## src/rtl/uart_csr_pkg.sv

```systemverilog
// Shared constants for the UART status/interrupt register block.
// Assumes: 16-bit registers on a 4-byte address stride.
package uart_csr_pkg;
    localparam int REG_W    = 16;
    localparam int NUM_CTRL = 8;
    localparam int CIDX_W   = $clog2(NUM_CTRL);

    // word indices (byte offset / 4)
    localparam int W_TXDATA    = 0;
    localparam int W_CTRL_BASE = 1;
    localparam int W_STAT_A    = W_CTRL_BASE + NUM_CTRL;
    localparam int W_STAT_B    = W_STAT_A + 1;
    localparam int W_TSTAT     = W_STAT_B + 1;

    // control bank slots
    localparam int CW_A    = 0;
    localparam int CW_B    = 1;
    localparam int CW_C    = 2;
    localparam int CW_D    = 3;
    localparam int CW_FIFO = 4;
    localparam int CW_BMOD = 5;
    localparam int CW_BCNT = 6;
    localparam int CW_TICK = 7;

    // status A bits; control A enables share bits 0 and 1
    localparam int SA_TXRDY  = 0;
    localparam int SA_RXRDY  = 1;
    localparam int SA_AGE    = 2;
    localparam int SA_RXIDLE = 3;
    localparam int SA_RTS    = 4;
    localparam int CA_TXFE_IE = 6;

    // control B bits
    localparam int CB_SRST   = 0;
    localparam int CB_TXEN   = 2;
    localparam int CB_AGE_IE = 3;

    // status B bits; control D enables share positions
    localparam int SB_RDR   = 0;
    localparam int SB_ORE   = 1;
    localparam int SB_TXDC  = 2;
    localparam int SB_TXFE  = 3;
    localparam int SB_WAKE  = 4;
    localparam int SB_DCD   = 5;
    localparam int SB_BRK   = 6;

    localparam logic [REG_W-1:0] SA_IRQ_MASK = REG_W'((1 << SA_TXRDY) | (1 << SA_RXRDY));
    localparam logic [REG_W-1:0] SB_IRQ_MASK =
        REG_W'((1 << SB_RDR) | (1 << SB_ORE) | (1 << SB_TXDC) | (1 << SB_WAKE));

    localparam logic [REG_W-1:0] STAT_A_RST =
        REG_W'((1 << SA_TXRDY) | (1 << SA_RXIDLE) | (1 << SA_RTS));
    localparam logic [REG_W-1:0] STAT_B_RST =
        REG_W'((1 << SB_TXDC) | (1 << SB_TXFE) | (1 << SB_DCD));

    // reset value of each control bank slot
    function automatic logic [REG_W-1:0] ctrl_reset_value(input int slot);
        case (slot)
            CW_B:    return REG_W'(1 << CB_SRST);
            CW_C:    return REG_W'(16'h0700);
            CW_BCNT: return REG_W'(4);
            default: return '0;
        endcase
    endfunction
endpackage

```

## src/rtl/uart_csr_ctrl_bank.sv

```systemverilog
// Control bank: NUM_W plain read/write words of REG_W bits each.
// Assumes: wr_en and wr_idx are already decoded and aligned by the parent.
module uart_csr_ctrl_bank
    import uart_csr_pkg::*;
#(
    parameter int NUM_W = NUM_CTRL,
    parameter int IDX_W = CIDX_W
) (
    input  logic                         clk,
    input  logic                         rst_n,
    input  logic                         wr_en,
    input  logic [IDX_W-1:0]             wr_idx,
    input  logic [REG_W-1:0]             wr_data,
    output logic [NUM_W-1:0][REG_W-1:0]  ctrl_q
);
    for (genvar g = 0; g < NUM_W; g++) begin : g_word
        // hold one control word; load it on a matching write
        always_ff @(posedge clk) begin
            if (!rst_n)
                ctrl_q[g] <= ctrl_reset_value(g);
            else if (wr_en && wr_idx == IDX_W'(g))
                ctrl_q[g] <= wr_data;
        end


        low_half_store_chk: assert property (@(posedge clk) disable iff (!rst_n)
            (wr_en && wr_idx == IDX_W'(g)) |=> (ctrl_q[g] == $past(wr_data)));
    end
endmodule

```

## src/rtl/uart_csr_status.sv

```systemverilog
// Status words A and B with write-one-to-clear and event set, plus the
// single-byte transmit holding handshake.
// Assumes: events are one-cycle strobes; tx_done only matters while busy.
module uart_csr_status
    import uart_csr_pkg::*;
#(
    parameter int BYTE_W = 8
) (
    input  logic              clk,
    input  logic              rst_n,
    input  logic [REG_W-1:0]  w1c_a,
    input  logic [REG_W-1:0]  w1c_b,
    input  logic              ev_rx_ready,
    input  logic              ev_data_ready,
    input  logic              ev_overrun,
    input  logic              ev_age,
    input  logic              ev_wake,
    input  logic              ev_break,
    input  logic              txd_wr,
    input  logic [BYTE_W-1:0] txd_byte,
    input  logic              tx_en,
    input  logic              tx_done,
    output logic [REG_W-1:0]  stat_a,
    output logic [REG_W-1:0]  stat_b,
    output logic              tx_busy,
    output logic              tx_valid,
    output logic [BYTE_W-1:0] tx_byte
);
    logic             tx_accept;
    logic             tx_finish;
    logic [REG_W-1:0] set_a, set_b, hwclr_a, hwclr_b;

    // decide transmit acceptance and completion
    always_comb begin
        tx_accept = txd_wr && tx_en && !tx_busy;
        tx_finish = tx_done && tx_busy;
    end

    // gather hardware set and clear vectors for both status words
    always_comb begin
        set_a   = '0;
        set_b   = '0;
        hwclr_a = '0;
        hwclr_b = '0;
        set_a[SA_RXRDY] = ev_rx_ready;
        set_a[SA_AGE]   = ev_age;
        set_a[SA_TXRDY] = tx_finish;
        set_b[SB_RDR]   = ev_data_ready;
        set_b[SB_ORE]   = ev_overrun;
        set_b[SB_WAKE]  = ev_wake;
        set_b[SB_BRK]   = ev_break;
        set_b[SB_TXDC]  = tx_finish;
        set_b[SB_TXFE]  = tx_finish;
        hwclr_a[SA_TXRDY] = tx_accept;
        hwclr_b[SB_TXDC]  = tx_accept;
        hwclr_b[SB_TXFE]  = tx_accept;
    end

    // update status words: clears first, sets win
    always_ff @(posedge clk) begin
        if (!rst_n) begin
            stat_a <= STAT_A_RST;
            stat_b <= STAT_B_RST;
        end else begin
            stat_a <= (stat_a & ~(w1c_a | hwclr_a)) | set_a;
            stat_b <= (stat_b & ~(w1c_b | hwclr_b)) | set_b;
        end
    end

    // track the pending byte and issue the hand-off strobe
    always_ff @(posedge clk) begin
        if (!rst_n) begin
            tx_busy  <= 1'b0;
            tx_valid <= 1'b0;
            tx_byte  <= '0;
        end else begin
            tx_valid <= tx_accept;
            if (tx_accept) begin
                tx_busy <= 1'b1;
                tx_byte <= txd_byte;
            end else if (tx_finish) begin
                tx_busy <= 1'b0;
            end
        end
    end


    accept_clears_chk: assert property (@(posedge clk) disable iff (!rst_n)
        tx_accept |=> (tx_valid && tx_busy && !stat_a[SA_TXRDY] && !stat_b[SB_TXDC]));

    finish_sets_chk: assert property (@(posedge clk) disable iff (!rst_n)
        tx_finish |=> (!tx_busy && stat_a[SA_TXRDY] && stat_b[SB_TXDC] && stat_b[SB_TXFE]));

    w1c_clear_chk: assert property (@(posedge clk) disable iff (!rst_n)
        (set_b == '0) |=> ((stat_b & $past(w1c_b)) == '0));

    set_wins_chk: assert property (@(posedge clk) disable iff (!rst_n)
        (set_a != '0) |=> ((stat_a & $past(set_a)) == $past(set_a)));

    single_strobe_chk: assert property (@(posedge clk) disable iff (!rst_n)
        tx_valid |=> !tx_valid);
endmodule

```

## src/rtl/uart_csr_irq_merge.sv

```systemverilog
// Interrupt merge: masks both status words with their enables and ORs them.
// Assumes: inputs are registered; the output is a combinational level.
module uart_csr_irq_merge
    import uart_csr_pkg::*;
(
    input  logic             clk,
    input  logic             rst_n,
    input  logic [REG_W-1:0] stat_a,
    input  logic [REG_W-1:0] stat_b,
    input  logic [REG_W-1:0] ctrl_a,
    input  logic [REG_W-1:0] ctrl_b,
    input  logic [REG_W-1:0] ctrl_d,
    output logic             irq
);
    logic src_a, src_age, src_txfe, src_b;
    logic unused_ctrl_b;

    // combine aligned masks and the two gated sources
    always_comb begin
        src_a    = |(stat_a & ctrl_a & SA_IRQ_MASK);
        src_age  = ctrl_b[CB_AGE_IE] && stat_a[SA_AGE];
        src_txfe = ctrl_a[CA_TXFE_IE] && stat_b[SB_TXFE];
        src_b    = |(stat_b & ctrl_d & SB_IRQ_MASK);
        irq      = src_a || src_age || src_txfe || src_b;
    end

    assign unused_ctrl_b = ^ctrl_b;


    quiet_when_masked_chk: assert property (@(posedge clk) disable iff (!rst_n)
        (ctrl_a == '0 && ctrl_d == '0 && !ctrl_b[CB_AGE_IE]) |-> !irq);
endmodule

```

## src/rtl/uart_stat_irq_ctl.sv

```systemverilog
// Top: register decode, read mux, control bank, status words and interrupt.
// Assumes: one access per cycle; read data registered, one cycle latency.
module uart_stat_irq_ctl
    import uart_csr_pkg::*;
#(
    parameter int ADDR_W = 6,
    parameter int DATA_W = 32,
    parameter int BYTE_W = 8
) (
    input  logic              clk,
    input  logic              rst_n,
    input  logic              bus_sel,
    input  logic              bus_we,
    input  logic [ADDR_W-1:0] bus_addr,
    input  logic [DATA_W-1:0] bus_wdata,
    output logic [DATA_W-1:0] bus_rdata,
    input  logic              ev_rx_ready,
    input  logic              ev_data_ready,
    input  logic              ev_overrun,
    input  logic              ev_age,
    input  logic              ev_wake,
    input  logic              ev_break,
    output logic              tx_valid,
    output logic [BYTE_W-1:0] tx_byte,
    input  logic              tx_done,
    output logic              irq
);
    localparam int WORD_W = ADDR_W - 2;
    localparam logic [WORD_W-1:0] IX_TXD  = WORD_W'(W_TXDATA);
    localparam logic [WORD_W-1:0] IX_CLO  = WORD_W'(W_CTRL_BASE);
    localparam logic [WORD_W-1:0] IX_CHI  = WORD_W'(W_CTRL_BASE + NUM_CTRL - 1);
    localparam logic [WORD_W-1:0] IX_SA   = WORD_W'(W_STAT_A);
    localparam logic [WORD_W-1:0] IX_SB   = WORD_W'(W_STAT_B);
    localparam logic [WORD_W-1:0] IX_TST  = WORD_W'(W_TSTAT);

    logic [WORD_W-1:0]               word;
    logic                            aligned, wr, rd, ctrl_hit;
    logic [CIDX_W-1:0]               ctrl_idx;
    logic [NUM_CTRL-1:0][REG_W-1:0]  ctrl_q;
    logic [REG_W-1:0]                w1c_a, w1c_b, stat_a, stat_b, tstat, rd_word;
    logic                            tx_busy;
    logic                            unused_wdata_hi;

    // decode the access
    always_comb begin
        word     = bus_addr[ADDR_W-1:2];
        aligned  = (bus_addr[1:0] == 2'b00);
        wr       = bus_sel && bus_we && aligned;
        rd       = bus_sel && !bus_we;
        ctrl_hit = (word >= IX_CLO) && (word <= IX_CHI);
        ctrl_idx = CIDX_W'(word - IX_CLO);
        w1c_a    = (wr && word == IX_SA) ? bus_wdata[REG_W-1:0] : '0;
        w1c_b    = (wr && word == IX_SB) ? bus_wdata[REG_W-1:0] : '0;
    end

    assign unused_wdata_hi = ^bus_wdata[DATA_W-1:REG_W];

    uart_csr_ctrl_bank #(.NUM_W(NUM_CTRL), .IDX_W(CIDX_W)) ctrl_i (
        .clk     (clk),
        .rst_n   (rst_n),
        .wr_en   (wr && ctrl_hit),
        .wr_idx  (ctrl_idx),
        .wr_data (bus_wdata[REG_W-1:0]),
        .ctrl_q  (ctrl_q)
    );

    uart_csr_status #(.BYTE_W(BYTE_W)) stat_i (
        .clk           (clk),
        .rst_n         (rst_n),
        .w1c_a         (w1c_a),
        .w1c_b         (w1c_b),
        .ev_rx_ready   (ev_rx_ready),
        .ev_data_ready (ev_data_ready),
        .ev_overrun    (ev_overrun),
        .ev_age        (ev_age),
        .ev_wake       (ev_wake),
        .ev_break      (ev_break),
        .txd_wr        (wr && word == IX_TXD),
        .txd_byte      (bus_wdata[BYTE_W-1:0]),
        .tx_en         (ctrl_q[CW_B][CB_TXEN]),
        .tx_done       (tx_done),
        .stat_a        (stat_a),
        .stat_b        (stat_b),
        .tx_busy       (tx_busy),
        .tx_valid      (tx_valid),
        .tx_byte       (tx_byte)
    );

    uart_csr_irq_merge irq_i (
        .clk    (clk),
        .rst_n  (rst_n),
        .stat_a (stat_a),
        .stat_b (stat_b),
        .ctrl_a (ctrl_q[CW_A]),
        .ctrl_b (ctrl_q[CW_B]),
        .ctrl_d (ctrl_q[CW_D]),
        .irq    (irq)
    );

    // build test status and select the word to read
    always_comb begin
        tstat    = '0;
        tstat[0] = !stat_b[SB_RDR];
        tstat[1] = !tx_busy;
        rd_word  = '0;
        if (aligned) begin
            if (ctrl_hit)            rd_word = ctrl_q[ctrl_idx];
            else if (word == IX_SA)  rd_word = stat_a;
            else if (word == IX_SB)  rd_word = stat_b;
            else if (word == IX_TST) rd_word = tstat;
        end
    end

    // register read data, zero-extended
    always_ff @(posedge clk) begin
        if (!rst_n)
            bus_rdata <= '0;
        else if (rd)
            bus_rdata <= DATA_W'(rd_word);
        else
            bus_rdata <= '0;
    end


    tx_strobe_cause_chk: assert property (@(posedge clk) disable iff (!rst_n)
        tx_valid |-> $past(bus_sel && bus_we && bus_addr == '0));
endmodule

```

## config.mk

```make
export PLATFORM = sky130hd
export DESIGN_NAME = uart_stat_irq_ctl
export DESIGN_NICKNAME = d
export VERILOG_FILES = /design/src/rtl/uart_csr_pkg.sv /design/src/rtl/uart_csr_ctrl_bank.sv /design/src/rtl/uart_csr_status.sv /design/src/rtl/uart_csr_irq_merge.sv /design/src/rtl/uart_stat_irq_ctl.sv
export SDC_FILE = /design/constraint.sdc
export NUM_CORES = 1
export LEC_CHECK = 0
export BUFFER_PORTS_ARGS = -buffer_cell sky130_fd_sc_hd__buf_2
export CORE_MARGIN = 4
export CORE_UTILIZATION = 52
export DETAILED_ROUTE_END_ITERATION = 12
export PLACE_DENSITY_LB_ADDON = 0.15
export SLEW_MARGIN = 20
export SYNTH_ARGS = -nofsm -noshare
export SYNTH_HDL_FRONTEND = slang
export SYNTH_HIERARCHICAL = 1
export SYNTH_SLANG_ARGS = --single-unit
```

## constraint.sdc

```tcl
create_clock -name clk -period 2.65 [get_ports clk]
set_input_delay 0.265 -clock clk [delete_from_list [all_inputs] [get_ports clk]]
set_output_delay 0.265 -clock clk [all_outputs]
set_load 0.005 [all_outputs]
```

==> impl_results.md, run 1 <==
- Status: completed
- Combinational share of power: approximately 7%
- Row count: 46
- Timing-limited maximum frequency: about 500 MHz
- Count of yosys warnings during synthesis: 6
- Max transition margin: between 40% and 50%
- Mean instance size in the synthesized netlist: slightly above 10 um^2
- Net count reported at finish: between 800 and 900
- Leakage power: between 4 and 5 nW
- Vert. Die Dim: around 140 um
- Required time at the worst-slack endpoint: approximately 3.0 ns
- Wire length of the first global-routing pass: around 32000 um
- Worst slew pin tran: between 0.8 and 0.9 ns
- Clock-pin slew on the worst setup and hold paths: 0.07 ns
- Vias per cell: ~5.5
- Switching Power: ~0.0013 W
- Most common flop cell mapped by yosys: dfxtp_1
- Maximum number of buffers from clock root to sink: 2
- Cell area after synthesis: ~8400 um^2
- Violation count after the first detailed-routing iteration: 242
- Fill count: roughly 1400
- Number of DRC violations after detailed routing: 0
- Die width: around 140 um
- Switch share: 23.6%
- Final hold slack: between 0.04 and 0.05 ns
- Number of distinct library cells after synthesis: 48
- RSZ-0062 raised after global routing: false
- Design area: 9390 um^2
- Peak supply drop: roughly 440 uV
- Number of enable-type register cells in the synthesized netlist: 0
- Count of state elements after synthesis: 186
- Internal power of the cells: about 0.0043 W
- Final total negative setup slack: 0 ns
- Maximum number of pins on one net before global-route repair: between 70 and 80
- Vias in the first global route: about 6000
- H-tree levels: 4
- Core area: between 15000 and 20000 um^2
- Element type at the critical path end: flip-flop
- Cells taking the most area after synthesis: dfxtp_1, mux2i_1, mux4_2, nand2_1, and2_1
- Vias post-DR: 5947
- Final estimated routing congestion in global placement: between 0.8 and 0.9
- Final wirelength: ~19000 um
- Area of the die: 18300 um^2
- Fraction of power consumed by the clock network: between 40% and 50%
- Seq pwr share: between 40% and 50%
- Slowest stage cell, crit path: nor4bb_4
- Clock tree from TritonCTS: built
- Total count of max-transition violations in the final report: 0
- Count of maximum capacitance violations: 0
- Core Util, Final: between 50% and 60%
- Number of clock sinks: 186
- Total inserted antenna cells: 0
- Antenna violations before repair: 0
- Synthesized netlist cell count: slightly above 800
- Buffers added on ports: a little under 60
- Setup Viol. Count Final: 0
- Period utilisation layout: about three quarters
- All-layer global routing usage: between 20 and 25%
- Boundary pin count: 91
- HP Class: primary input to flip-flop
- Largest area contributor in the synthesized netlist: dfxtp_1
- Post-cts sizing count: 0
- Initial DRT Pass Iterations: 5
- Clock buffers created by TritonCTS: 17
- Area after detailed placement: around 8800 um^2
- Arrival time at the worst endpoint: about 2.4 ns
- Critical-path cell list: buf_2 -> inv_1 -> ha_2 -> nor3b_1 -> o2bb2ai_2 -> and2_1 -> nor4bb_4 -> buf_12 -> mux2i_1
- Root buffer cell: clkbuf_16
- Share of synthesized flip-flops with an asynchronous set or reset: 0%
- Post-CTS Setup Inserts: 0
- Gr ovfl total: 0
- Period minus WS final: around 2.0 ns
- HPWL after DPL: between 10000 and 15000 um
- Sequential share of the synthesized area: approximately 44%
- Initial Utilization: 52.9%
- Crit start category: primary input
- Maximum net fanout on the critical path: 14
- Maximum clock skew at final layout: roughly 0.0065 ns
- Max incr delay on CP: roughly 0.55 ns
- Antenna-violating nets left: 0
- Yosys top cell area share: ~44%
- Area Overhead vs Synth: 11.8%
- Fin. Hold Viols: 0
- Critical Setup Path Class: primary input to flip-flop
- Share of post-route cells with drive strength above 1: between 15 and 20%
- Latest clock arrival within the worst-skew pair: 0.43 ns
- Most used cells in the layout excluding fill and tap cells: dfxtp_1, nand2_1, mux2i_1
- Hold buffer count at CTS: 0
- Leading cell type in the layout, fill and taps excluded: dfxtp_1
- Total power per unit cell area: ~600 nW/um^2
- Routed len/inst: around 18 um
## power groups by stage
stage          Combinational, W  Sequential, W  Clock (W)
2_1_floorplan          0.000294        0.00288          0
3_3_place_gp           0.000382        0.00288          0
3_5_place_dp           0.000394        0.00288          0
4_1_cts                0.000395        0.00282    0.00251
5_1_grt                0.000431        0.00282    0.00261
6_report               0.000396        0.00282    0.00246
## state kept, by name (all words and copies together), names as in the netlist
signal and cells:
bus_rdata 16, ctrl_i/ctrl_q 128, stat_i/tx_byte 8, stat_i/tx_valid 1, stat_i/tx_busy 1, stat_i/stat_a 16
stat_i/stat_b 16
## kinds of logic after synthesis
family,synth area share (%)
multiplexers,26.3
flip-flops,44.3
XOR/XNOR,0.194
other,0.0446
buffers and inverters,6.03
adder cells (fa/ha/maj),0.745
AO/OA/AOI/OAI,6.14
AND/OR/NAND/NOR,16.2
## worst max-delay path, delay by kind of cell
kind | cells | cell delay, ns
buf+inv | 3 | 0.44
simple gates | 3 | 1.06
mux | 1 | 0.22
fa+ha+maj | 1 | 0.22
compound gates | 1 | 0.13
## Yosys cell counts (9+ instances only)
cell type	number
a211oi_1	14
a21oi_1	15
a22o_1	15
and2_1	35
and3b_1	20
buf_2	25
buf_4	18
clkbuf_1	26
dfxtp_1	186
inv_1	9
mux2i_1	151
mux4_2	28
nand2_1	162
nor2b_1	19
## final timing paths
path / start / to / slack [ns] / cells past startpoint
worst max-delay path: bus_addr[2] / ctrl_i/ctrl_q[26]$_SDFFE_PN0P_ / 0.64 / 9
worst min-delay path: ev_rx_ready / stat_i/stat_a[1]$_SDFF_PN0_ / 0.05 / 2
worst max register to register: ctrl_i/ctrl_q[80]$_SDFFE_PN0P_ / bus_rdata[0]$_SDFF_PN0_ / 1.19 / 4
worst min register to register: stat_i/tx_byte[5]$_SDFFE_PN0P_ / stat_i/tx_byte[5]$_SDFFE_PN0P_ / 0.45 / 2
## stage by stage
| stage | cells | worst slack [ns] | total power, W |
|---|---|---|---|
| after floorplan | 823 | 0.0296 | 0.00317 |
| after global placement | 1042 | 0.310 | 0.00326 |
| after detailed placement | 1042 | 0.227 | 0.00327 |
| after CTS | 1074 | 0.677 | 0.00572 |
| after global routing | 1074 | 0.495 | 0.00586 |
| final | 1074 | 0.643 | 0.00567 |
## final cells by class
cell class	instances	area, um^2	share of cell area [%]
multi-input combinational	547	4250	45.2
clock inverter	11	111	1.19
clock buffer	21	470	5.01
timing repair buffer	83	531	5.65
tap	216	270	2.88
inverter	10	37.5	0.400
sequential	186	3720	39.6
## routing by layer
layer | global-route usage (%) | vias to the layer above | share of wire, %
met2 | 34.4 | 161 | 46
li1 | - | 2845 | -
met4 | 7.11 | 0 | 2.0
met5 | 0 | - | 0
met3 | 4.99 | 34 | 5.7
met1 | 29.9 | 2907 | 46
(Power assumes the default switching activity.)
==> run 2: changes to the inputs <==
Clock period 2.65 ns to 1.7 ns, I/O delays scaled along.
==> run 2 against run 1 <==
  * Flip-flop and latch count did not move
  * Critical path depth is 1 higher
  * Power increased by 63%
  * Die area is the same
  * Routed wire length grew 5.6%
  * Combinational power up 82%
  * Register-to-register slack worse by 0.89 ns
  * Critical endpoint is now ctrl_i/ctrl_q[105]$_SDFFE_PN0P_
==> impl_results.md, run 2 (synthesis results as in run 1) <==
- Reg area: 3720 um^2 (unchanged)
- Reg2Reg Depth: 3 (was 4)
- Core area: 15900 um^2 (unchanged)
- HP Class: primary input to flip-flop (unchanged)
- Clock tree from TritonCTS: built (unchanged)
- Initial Utilization: 52.9% (unchanged)
- Row count: 46 (unchanged)
- Peak supply drop: 752 uV (was 436 uV)
- Fill count: 1342 (was 1358)
- Gr ovfl total: 0 (unchanged)
- Violation count after the first detailed-routing iteration: 348 (was 242)
- Maximum clock skew at final layout: 0.00874 ns (was 0.00654 ns)
- Vert. Die Dim: 135 um (unchanged)
- Post-route setup slack: 0.187 ns (was 0.643 ns)
- Critical Setup Path Class: primary input to flip-flop (unchanged)
- Latest clock arrival within the worst-skew pair: 0.43 ns (about the same)
- Critical path destination: ctrl_i/ctrl_q[105]$_SDFFE_PN0P_ (was ctrl_i/ctrl_q[26]$_SDFFE_PN0P_)
- Period minus WS final: between 1.5 and 2 ns
- Number of flip-flops under the largest register name: 128 (unchanged)
- Required time at the worst-slack endpoint: 2.05 ns (was 3.00 ns)
- Setup slack after placement: -0.248 ns (was 0.227 ns)
- Depth of the worst hold-timing path: 3 (was 2)
- Leading cell type in the layout, fill and taps excluded: dfxtp_1 (unchanged)
- Crit start category: primary input (unchanged)
- Boundary pin count: 91 (unchanged)
- Buffers added on ports: 58 (unchanged)
- Maximum number of buffers from clock root to sink: 2 (unchanged)
- Wire length of the first global-routing pass: 32700 um (was 31600 um)
- Register containing the most flip-flops in the final layout: ctrl_i/ctrl_q (unchanged)
- Largest delay share family, worst path: buffers and inverters (was simple AND/OR/NAND/NOR gates)
- Maximum number of pins on one net before global-route repair: 70 (was 71)
- Startpoint of the most critical register-to-register path: ctrl_i/ctrl_q[78]$_SDFFE_PN0P_ (was ctrl_i/ctrl_q[80]$_SDFFE_PN0P_)
- Antenna-violating nets left: 0 (unchanged)
- Share of post-route cells with drive strength above 1: 21.3% (was 17.9%)
- Net count reported at finish: 942 (was 899)
- HPWL after DPL: 14300 um (was 13100 um)
- Core Util, Final: 62.4% (was 59.1%)
- Critical path buffers and inverters: 4 (was 3)
- Period utilisation layout: between 80% and 90%
- Total count of max-transition violations in the final report: 0 (unchanged)
- Most used cells in the layout excluding fill and tap cells: dfxtp_1, nand2_1, mux2i_1 (unchanged)
- Clock-pin slew on the worst setup and hold paths: 0.06 ns (was 0.07 ns)
- Post-cts sizing count: 0 (unchanged)
- Total power per unit cell area: 930 nW/um^2 (was 604 nW/um^2)
- Root buffer cell: clkbuf_16 (unchanged)
- Count of maximum capacitance violations: 0 (unchanged)
- H-tree levels: 4 (unchanged)
- Total inserted antenna cells: 0 (unchanged)
- R2r setup slk: 0.30 ns (was 1.19 ns)
- Area Overhead vs Synth: 18.0% (was 11.8%)
- Arrival time at the worst endpoint: 1.86 ns (was 2.36 ns)
- Slowest stage cell, crit path: ha_1 (was nor4bb_4)
- Antenna violations before repair: 0 (unchanged)
- Final estimated routing congestion in global placement: 0.801 (was 0.819)
- All-layer global routing usage: 22.9% (was 21.8%)
- Critical-path cell list: buf_2 -> inv_1 -> ha_1 -> nor3b_4 -> o2bb2ai_2 -> and2_4 -> buf_4 -> nand4b_1 -> buf_12 -> mux2i_1 (was buf_2 -> inv_1 -> ha_2 -> nor3b_1 -> o2bb2ai_2 -> and2_1 -> nor4bb_4 -> buf_12 -> mux2i_1)
- Status: completed (unchanged)
- Area taken by multi-input logic gates: 4290 um^2 (was 4250 um^2)
- Reg2reg end: bus_rdata[14]$_SDFF_PN0_ (was bus_rdata[0]$_SDFF_PN0_)
- Vias per cell: 5.47 (was 5.54)
- Die width: 135 um (unchanged)
- Area of the die: 18300 um^2 (unchanged)
- Maximum net fanout on the critical path: 15 (was 14)
- Initial DRT Pass Iterations: 4 (was 5)
- Timing-limited maximum frequency: 661 MHz
- Clock buffers created by TritonCTS: 17 (unchanged)
- Final wirelength: 20400 um (was 19300 um)
- Post-CTS Setup Inserts: 0 (unchanged)
- Max incr delay on CP: 0.24 ns (was 0.55 ns)
- Leakage power: 4.66 nW (was 4.39 nW)
- Vias post-DR: 6105 (was 5947)
- Cell depth of the worst setup path: 10 (was 9)
- Origin of the worst setup path: bus_addr[3] (was bus_addr[2])
- Fin. Hold Viols: 0 (unchanged)
- Element type at the critical path end: flip-flop (unchanged)
- Hold buffer count at CTS: 6 (was 0)
- RSZ-0062 raised after global routing: false (unchanged)
- Setup Viol. Count Final: 0 (unchanged)
- Vias in the first global route: 6115 (was 6105)
- Routed len/inst: 18.2 um (was 18.0 um)
- Number of DRC violations after detailed routing: 0 (unchanged)
- Number of clock sinks: 186 (unchanged)
-- run 2: cell types whose count changed in the layout (fill, tap and decap cells not counted), moves of 2 or more --
cell / previous run / this run
clkbuf_1: 1 / 3
buf_12: 4 / 13
dlygate4sd3_1: 0 / 6
bufinv_16: 1 / 3
buf_4: 22 / 50
clkbuf_8: 3 / 1
-- run 2: metrics by stage --
stage	power [W]	hold slack (ns)	cells	cell area [um^2]	setup TNS (ns)
6_report	0.00922	0.0218	1117	9910	0
5_1_grt	0.00951	0.0258	1117	9910	0
4_1_cts	0.00927	0.00778	1117	9910	0
3_5_place_dp	0.00520	0.382	1079	9240	-23.87
3_3_place_gp	0.00518	0.381	1079	9240	-18.22
2_1_floorplan	0.00498	0.294	823	8650	-39.19
-- run 2: layout make-up --
| type | count | share of cell area (%) |
|---|---|---|
| multi-input combinational | 547 | 43.2 |
| sequential | 186 | 37.6 |
| timing repair buffer | 126 | 9.89 |
| clock buffer | 21 | 4.54 |
| tap | 216 | 2.73 |
| clock inverter | 11 | 1.63 |
| inverter | 10 | 0.429 |
-- run 2: tightest hold or removal path: stages --
cell,delay [ns]
buf_2,0.12
nand2_1,0.05
mux2i_1,0.05
-- run 2: layer usage --
layer,share of wire (%),global-route usage (%),vias up
met5,0,0,-
met4,0.74,4.98,0
met3,5.5,5.33,14
met2,47,37.7,140
met1,47,30.9,3016
li1,-,-,2935
-- run 2: worst min path at each step --
stage | start | slack [ns] | end
2_1_floorplan | ev_rx_ready | 0.29 | stat_i/stat_a[1]$_SDFF_PN0_
3_3_place_gp | ev_wake | 0.38 | stat_i/stat_b[4]$_SDFF_PN0_
3_5_place_dp | ev_wake | 0.38 | stat_i/stat_b[4]$_SDFF_PN0_
4_1_cts | bus_wdata[7] | 0.008 | stat_i/tx_byte[7]$_SDFFE_PN0P_
5_1_grt | bus_wdata[4] | 0.03 | stat_i/tx_byte[4]$_SDFFE_PN0P_
6_report | bus_wdata[7] | 0.02 | stat_i/tx_byte[7]$_SDFFE_PN0P_
-- run 2: power by group --
group | leakage, nW | internal [W] | switching, W | total (W)
combinational | 2.87 | 0.000304 | 0.000416 | 0.000719
clock | 0.294 | 0.00238 | 0.00172 | 0.00411
sequential | 1.50 | 0.00438 | 0.0000155 | 0.00439
